--- src/rtl/pdecs_pkg.sv ---
`timescale 1ns/1ps
package pdecs_pkg;

    // Default counter width
    localparam int unsigned CNT_W_DEF = 64;

    // Increment fed into the lowest cell on every enabled edge
    localparam logic CNT_INC = 1'b1;

    // One carry-save position: saved sum bit and outgoing carry bit
    typedef struct packed {
        logic sum;
        logic cry;
    } cs_pair_t;

    // Half-adder step: stored sum bit plus incoming carry
    function automatic cs_pair_t ha_step(input logic s, input logic cin);
        cs_pair_t r;
        r.sum = s ^ cin;
        r.cry = s & cin;
        return r;
    endfunction

endpackage

--- src/rtl/dual_edge_bit.sv ---
`timescale 1ns/1ps
module dual_edge_bit (
    input  logic clk,
    input  logic rst,
    input  logic en,
    input  logic d,
    output logic q
);

    logic rise_q;
    logic fall_q;

    // Rising-edge half: load d ^ partner so that the XOR becomes d
    always_ff @(posedge clk) begin
        if (rst)
            rise_q <= 1'b0;
        else if (en)
            rise_q <= d ^ fall_q;
    end

    // Falling-edge half: same rule, partner is the rising flop
    always_ff @(negedge clk) begin
        if (rst)
            fall_q <= 1'b0;
        else if (en)
            fall_q <= d ^ rise_q;
    end

    assign q = rise_q ^ fall_q;

    AST_RISE_HOLD: assert property (@(posedge clk) disable iff (rst) !en |=> $stable(rise_q));
    AST_FALL_HOLD: assert property (@(negedge clk) disable iff (rst) !en |=> $stable(fall_q));

endmodule

--- src/rtl/cs_cell.sv ---
`timescale 1ns/1ps
module cs_cell
    import pdecs_pkg::*;
(
    input  logic clk,
    input  logic rst,
    input  logic en,
    input  logic cin,
    output logic sum_q,
    output logic cry_q
);

    cs_pair_t nxt;

    assign nxt = ha_step(sum_q, cin);

    dual_edge_bit u_sum (
        .clk (clk),
        .rst (rst),
        .en  (en),
        .d   (nxt.sum),
        .q   (sum_q)
    );

    dual_edge_bit u_cry (
        .clk (clk),
        .rst (rst),
        .en  (en),
        .d   (nxt.cry),
        .q   (cry_q)
    );

    AST_CELL_EXCL_RISE: assert property (@(posedge clk) disable iff (rst) !(sum_q && cry_q));
    AST_CELL_EXCL_FALL: assert property (@(negedge clk) disable iff (rst) !(sum_q && cry_q));

endmodule

--- src/rtl/pdecs_counter.sv ---
`timescale 1ns/1ps
module pdecs_counter
    import pdecs_pkg::*;
#(
    parameter int unsigned W = CNT_W_DEF
) (
    input  logic         clk,
    input  logic         rst,
    input  logic         en,
    output logic [W-1:0] sum_o,
    output logic [W-1:0] carry_o
);

    localparam int unsigned LSB_CELL = 0;

    generate
        for (genvar i = 0; i < W; i++) begin : g_cell
            logic cin_i;
            if (i == LSB_CELL) begin : g_lsb
                assign cin_i = CNT_INC;
            end else begin : g_up
                assign cin_i = carry_o[i-1];
            end
            cs_cell u_cell (
                .clk   (clk),
                .rst   (rst),
                .en    (en),
                .cin   (cin_i),
                .sum_q (sum_o[i]),
                .cry_q (carry_o[i])
            );
        end
    endgenerate

    // Checker state: what reset and enable were at each edge
    logic         en_rise_q;
    logic         en_fall_q;
    logic         rst_fall_q;
    logic [W-1:0] val_w;
    logic [W-1:0] adv_w;

    always_ff @(posedge clk) en_rise_q <= en;

    always_ff @(negedge clk) begin
        en_fall_q  <= en;
        rst_fall_q <= rst;
    end

    assign val_w = sum_o + {carry_o[W-2:0], 1'b0};
    assign adv_w = W'(en_rise_q) + W'(en_fall_q);

    AST_RESET_ZERO: assert property (@(posedge clk) disable iff (rst) ($past(rst) && rst_fall_q) |-> (sum_o == '0 && carry_o == '0));
    AST_STEP_ONE: assert property (@(posedge clk) disable iff (rst) !rst |=> (rst_fall_q || val_w == $past(val_w) + adv_w));
    AST_WRAP_ZERO: assert property (@(posedge clk) disable iff (rst) (!rst && en && val_w == '1) |=> (rst_fall_q || val_w == (en_fall_q ? W'(1) : '0)));

endmodule

--- config.mk ---
export PLATFORM = sky130hd
export DESIGN_NAME = pdecs_counter
export DESIGN_NICKNAME = d
export VERILOG_FILES = /design/src/rtl/pdecs_pkg.sv /design/src/rtl/dual_edge_bit.sv /design/src/rtl/cs_cell.sv /design/src/rtl/pdecs_counter.sv
export SDC_FILE = /design/constraint.sdc
export NUM_CORES = 1
export LEC_CHECK = 0
export BUFFER_PORTS_ARGS = -buffer_cell sky130_fd_sc_hd__buf_2
export CAP_MARGIN = 20
export CORE_ASPECT_RATIO = 2
export CORE_MARGIN = 1
export CORE_UTILIZATION = 58
export CTS_BUF_LIST = sky130_fd_sc_hd__clkbuf_2 sky130_fd_sc_hd__clkbuf_4 sky130_fd_sc_hd__clkbuf_8
export DETAILED_ROUTE_END_ITERATION = 12
export HOLD_SLACK_MARGIN = 0.06
export PLACE_DENSITY = 0.85
export SLEW_MARGIN = 0
export SYNTH_ARGS = -nofsm -noshare
export SYNTH_HDL_FRONTEND = slang
export SYNTH_HIERARCHICAL = 1
export SYNTH_SLANG_ARGS = --single-unit
--- constraint.sdc ---
create_clock -name clk -period 1.4 [get_ports clk]
set_input_delay 0 -clock clk [delete_from_list [all_inputs] [get_ports clk]]
set_output_delay 0 -clock clk [all_outputs]
set_load 0.01 [all_outputs]
==> results of run 1 <==
[synthesized netlist by cell type, drive strengths merged]
master and count:
a211oi 256, buf 63, conb 1, dfxtp 256, ha 64, inv 128, nor2 256, xnor2 256
xor2 128
[stage by stage]
stage	hold slack [ns]	utilization (%)	area, µm²	setup slack (ns)
detailed placement	0.525	77.9	17300	-0.775
global placement	0.505	77.9	17300	-0.661
floorplan	0.0653	-	13900	-0.597
[cells by family after synthesis]
logic type / count (synthesis) / share of synthesized area (%)
xor+xnor: 384 / 25.6
compound gates: 256 / 14.6
simple gates: 256 / 7.32
flops: 256 / 39.0
buf+inv: 191 / 7.26
fa+ha+maj: 64 / 6.10
other cells: 1 / 0.0286
==> flow_metrics.py, run 1 <==
metrics = {
    "cts": {
        "hold_buffers": 29,
        "cts_resized": 634,
        "cts.sinks": 256,
        "cts_max_level": 2,
        "root_buffer": "clkbuf_8",
        "cts_buffer_depth": 3,
        "post_cts_buffers": 45,
        "cts_buffers": 40,
    },
    "logic_synthesis": {
        "postSynthAreaPerCell_um2": 9.32,
        "ys_seq_elements": 256,
        "synth_top_area_share_pct": 39.0,
        "synth_cell_types": 9,
        "synthesis.nets": 1475,
        "synth_top_cells_by_area": "dfxtp_1, xnor2_1, a211oi_1",
        "synth_cells": 1408,
        "ys_warn_count": 6,
        "ys_seq_area_share_pct": 39.0,
        "yosysTopAreaCell": "dfxtp_1",
        "synth.cell_area_um2": 13100,
    },
    "run_status": {
        "error": "[ERROR DPL-0033] detailed placement checks failed during check placement.",
        "status": "aborted with a tool error",
        "haltStage": "clock tree synthesis",
    },
    "die": {
        "fp.dieW_um": 108,
        "ioPinCount": 131,
        "die_y_um": 215,
        "initial_core_util_pct": 59.2,
        "num_rows": 77,
    },
    "place": {
        "dp_hpwl_um": 23300,
        "finalWeightedCongestion": 0.768,
        "dp.cells": 2111,
        "io_buffers": 130,
    },
}
==> run 2: changes to the inputs <==
--- a/config.mk
+++ b/config.mk
@@ -7,13 +7,10 @@
 export LEC_CHECK = 0
 export BUFFER_PORTS_ARGS = -buffer_cell sky130_fd_sc_hd__buf_2
 export CAP_MARGIN = 20
-export CORE_ASPECT_RATIO = 2
 export CORE_MARGIN = 1
-export CORE_UTILIZATION = 58
-export CTS_BUF_LIST = sky130_fd_sc_hd__clkbuf_2 sky130_fd_sc_hd__clkbuf_4 sky130_fd_sc_hd__clkbuf_8
+export CORE_UTILIZATION = 40
 export DETAILED_ROUTE_END_ITERATION = 12
-export HOLD_SLACK_MARGIN = 0.06
-export PLACE_DENSITY = 0.85
+export PLACE_DENSITY_LB_ADDON = 0.15
 export SLEW_MARGIN = 0
 export SYNTH_ARGS = -nofsm -noshare
 export SYNTH_HDL_FRONTEND = slang
==> flow_metrics.py, run 2 <==
metrics = {
    "routing": {
        "dr.pass1.iters": 4,
        "routed_via_density": 4.70,
        "drt_iter0_markers": 405,
        "num_vias": 11400,
        "wirelength_um": 34500,
        "route.detailed.drc": 0,
        "ant_nets": 0,
        "routedWlPerCell_um": 14.2,
    },
    "logic_synthesis": {
        "synth_top_area_share_pct": 39.0,
        "synth_top_cells_by_area": "dfxtp_1, xnor2_1, a211oi_1",
        "synth.cell_area_um2": 13100,
        "postSynthAreaPerCell_um2": 9.32,
        "ys_seq_area_share_pct": 39.0,
        "ys_warn_count": 6,
        "yosysTopAreaCell": "dfxtp_1",
        "synth_edf_count": 0,
        "ys_seq_elements": 256,
        "synthesis.nets": 1475,
        "synth_cell_types": 9,
        "synth_cells": 1408,
        "synth_flop_cell": "dfxtp_1",
        "synthTopCellsByCount": "a211oi_1, dfxtp_1, nor2_1, xnor2_1",
        "async_flop_share_pct": 0,
    },
    "place": {
        "dp.cells": 2302,
        "finalWeightedCongestion": 0.691,
        "place_ws_ns": -0.699,
        "dp_hpwl_um": 19800,
        "io_buffers": 130,
    },
    "layout": {
        "multi_input_area_um2": 10800,
        "layout_commonest_cell": "buf_4",
        "drive_gt1_share_pct": 63.4,
        "final_core_util_pct": 73.6,
        "layout_common_cells": "buf_4, nor2_1, xnor2_1, dfxtp_2, a211oi_1",
        "fin_cells": 2428,
        "seqCellArea_um2": 5700,
        "fill_cells": 2060,
        "area_growth_pct": 79.2,
        "num-nets-final": 2036,
        "antennaDiodeCount": 0,
    },
    "power_and_ir_drop": {
        "power_density_nw_per_um2": 1730,
        "pwr-share-seq_pct": 25.8,
        "p_sw_w": 0.0142,
        "sw_frac_of_total_pct": 34.7,
        "power_frac_comb_pct": 52.2,
        "p_leak_nw": 9.73,
        "power_w": 0.0408,
        "clkPwrFrac_pct": 22.1,
        "p_int_w": 0.0266,
        "ir_drop_uv": 1120,
    },
    "die": {
        "die-area_um2": 33600,
        "initial_core_util_pct": 41.1,
        "die_y_um": 183,
        "coreArea_um2": 32000,
        "ioPinCount": 131,
        "num_rows": 65,
        "fp.dieW_um": 183,
    },
    "global_route": {
        "grt_pass1_vias": 11000,
        "grtUsageTotal_pct": 18.2,
        "grt_overflow": 0,
        "grt_pass1_wl_um": 51400,
        "grt_max_degree": 56,
        "antenna_found_initial": 0,
    },
    "worst_setup_path": {
        "path_cells": "xor2_2, buf_4, ha_2, xnor2_1, a211oi_1",
        "cp.required_ns": 1.85,
        "r2r_slack_ns": -0.73,
        "critPathSlowestCell": "ha_2",
        "r2r_end": "g_cell[8].u_cell/u_sum/rise_q",
        "ff2ff_path_depth": 5,
        "max_stage_delay_ns": 0.35,
        "critPathArrivalTime_ns": 2.58,
        "crit_fanout": 2,
        "timing.rr.start": "g_cell[7].u_cell/u_cry/fall_q",
        "end_kind": "flip-flop",
        "path_class": "flip-flop to flip-flop",
        "start_kind": "flip-flop",
    },
    "timing": {
        "rsz0062_at_grt": "true",
        "timing.final.ws_setup_ns": -0.732,
        "worstMarginPinSlew_ns": 0.750,
        "hold_violations": 0,
        "slew_headroom_pct": 49.9,
        "slew_violations": 0,
        "finalSetupViolCount": 384,
        "finalClockSkew_ns": 0.0793,
    },
    "cts": {
        "clk_pin_slew_worst_paths_ns": 0.06,
        "root_buffer": "clkbuf_16",
        "cts_max_level": 1,
        "cts_buffer_depth": 3,
        "cts_tree": "built",
        "cts_buffers": 31,
        "worst_skew_pair.late_latency_ns": 0.63,
        "cts.sinks": 256,
    },
    "min_path": {
        "hold_start": "en",
        "hold-path-cell-count": 4,
        "hp-class": "input port to flip-flop",
        "min_to": "g_cell[12].u_cell/u_cry/rise_q",
    },
    "run_status": {
        "failed_checks": "setup timing",
        "status": "finished with violations",
    },
    "flow_run": {
        "drv_cap": 0,
    },
}
run 2: cell counts after synthesis:
No cell type changed its count.
run 2: cell type report:
class / instances / area share [%]
clock inverter: 141 / 2.38
tap: 435 / 2.31
timing repair buffer: 591 / 21.6
clock buffer: 44 / 3.67
multi-input combinational: 961 / 45.8
sequential: 256 / 24.2
run 2: worst max-delay path by stage:
stage,start,endpoint,slack (ns)
2_1_floorplan,g_cell[10].u_cell/u_sum/rise_q,g_cell[10].u_cell/u_sum/fall_q,-0.60
3_3_place_gp,g_cell[42].u_cell/u_cry/rise_q,g_cell[43].u_cell/u_sum/fall_q,-0.65
3_5_place_dp,g_cell[51].u_cell/u_cry/fall_q,g_cell[52].u_cell/u_sum/rise_q,-0.70
4_1_cts,g_cell[53].u_cell/u_sum/fall_q,sum_o[53],-0.68
5_1_grt,g_cell[7].u_cell/u_cry/fall_q,g_cell[8].u_cell/u_sum/rise_q,-0.79
6_report,g_cell[7].u_cell/u_cry/fall_q,g_cell[8].u_cell/u_sum/rise_q,-0.73
run 2: repair_timing:
| item | in CTS | in global routing |
|---|---|---|
| hold buffers | 21 | 0 |
| endpoints found under the hold margin | 35 | 0 |
| setup endpoints to repair | 384 | 384 |
| setup buffers | 28 | 20 |
| pin swaps | 121 | 181 |
| resized for setup | 296 | 469 |
run 2: cells by family (layout without fill, tap and decap cells):
group	count (synthesis)	count (layout)	synth area share [%]
compound gates	256	256	14.6
xor+xnor	384	384	25.6
flops	256	256	39.0
other cells	1	1	0.0286
fa+ha+maj	64	64	6.10
buf+inv	191	776	7.26
simple gates	256	256	7.32
run 2: per-layer routing:
| metal | share of wire, % | vias to the layer above | track usage [%] |
|---|---|---|---|
| li1 | - | 5706 | - |
| met1 | 42 | 5507 | 23.4 |
| met2 | 52 | 138 | 31.6 |
| met3 | 3.8 | 54 | 3.67 |
| met4 | 2.0 | 0 | 3.53 |
| met5 | 0 | - | 0 |
run 2: through the flow:
stage	instance area, µm²	setup TNS [ns]	hold WS [ns]
2_1_floorplan	13900	-119.07	0.0653
3_3_place_gp	17800	-131.50	0.353
3_5_place_dp	17800	-137.53	0.366
4_1_cts	20500	-209.11	0.000149
5_1_grt	23500	-227.31	0.0319
6_report	23500	-207.65	0.0308
run 2: power groups by stage:
stage / combinational (W) / sequential (W) / clock [W]
after floorplan: 0.00899 / 0.0102 / 0.00114
after global placement: 0.0143 / 0.00991 / 0.00114
after detailed placement: 0.0146 / 0.00995 / 0.00114
after CTS: 0.0168 / 0.0101 / 0.00912
after global routing: 0.0228 / 0.0107 / 0.00981
final: 0.0213 / 0.0105 / 0.00900
run 2: critical path: cells and delay by family, from the launching register on:
| kind | cells | cell delay [ns] |
|---|---|---|
| xor+xnor | 2 | 0.25 |
| flops | 1 | 0.32 |
| buf+inv | 1 | 0.13 |
| compound gates | 1 | 0.24 |
| fa+ha+maj | 1 | 0.35 |
(Power assumes the default switching activity.)
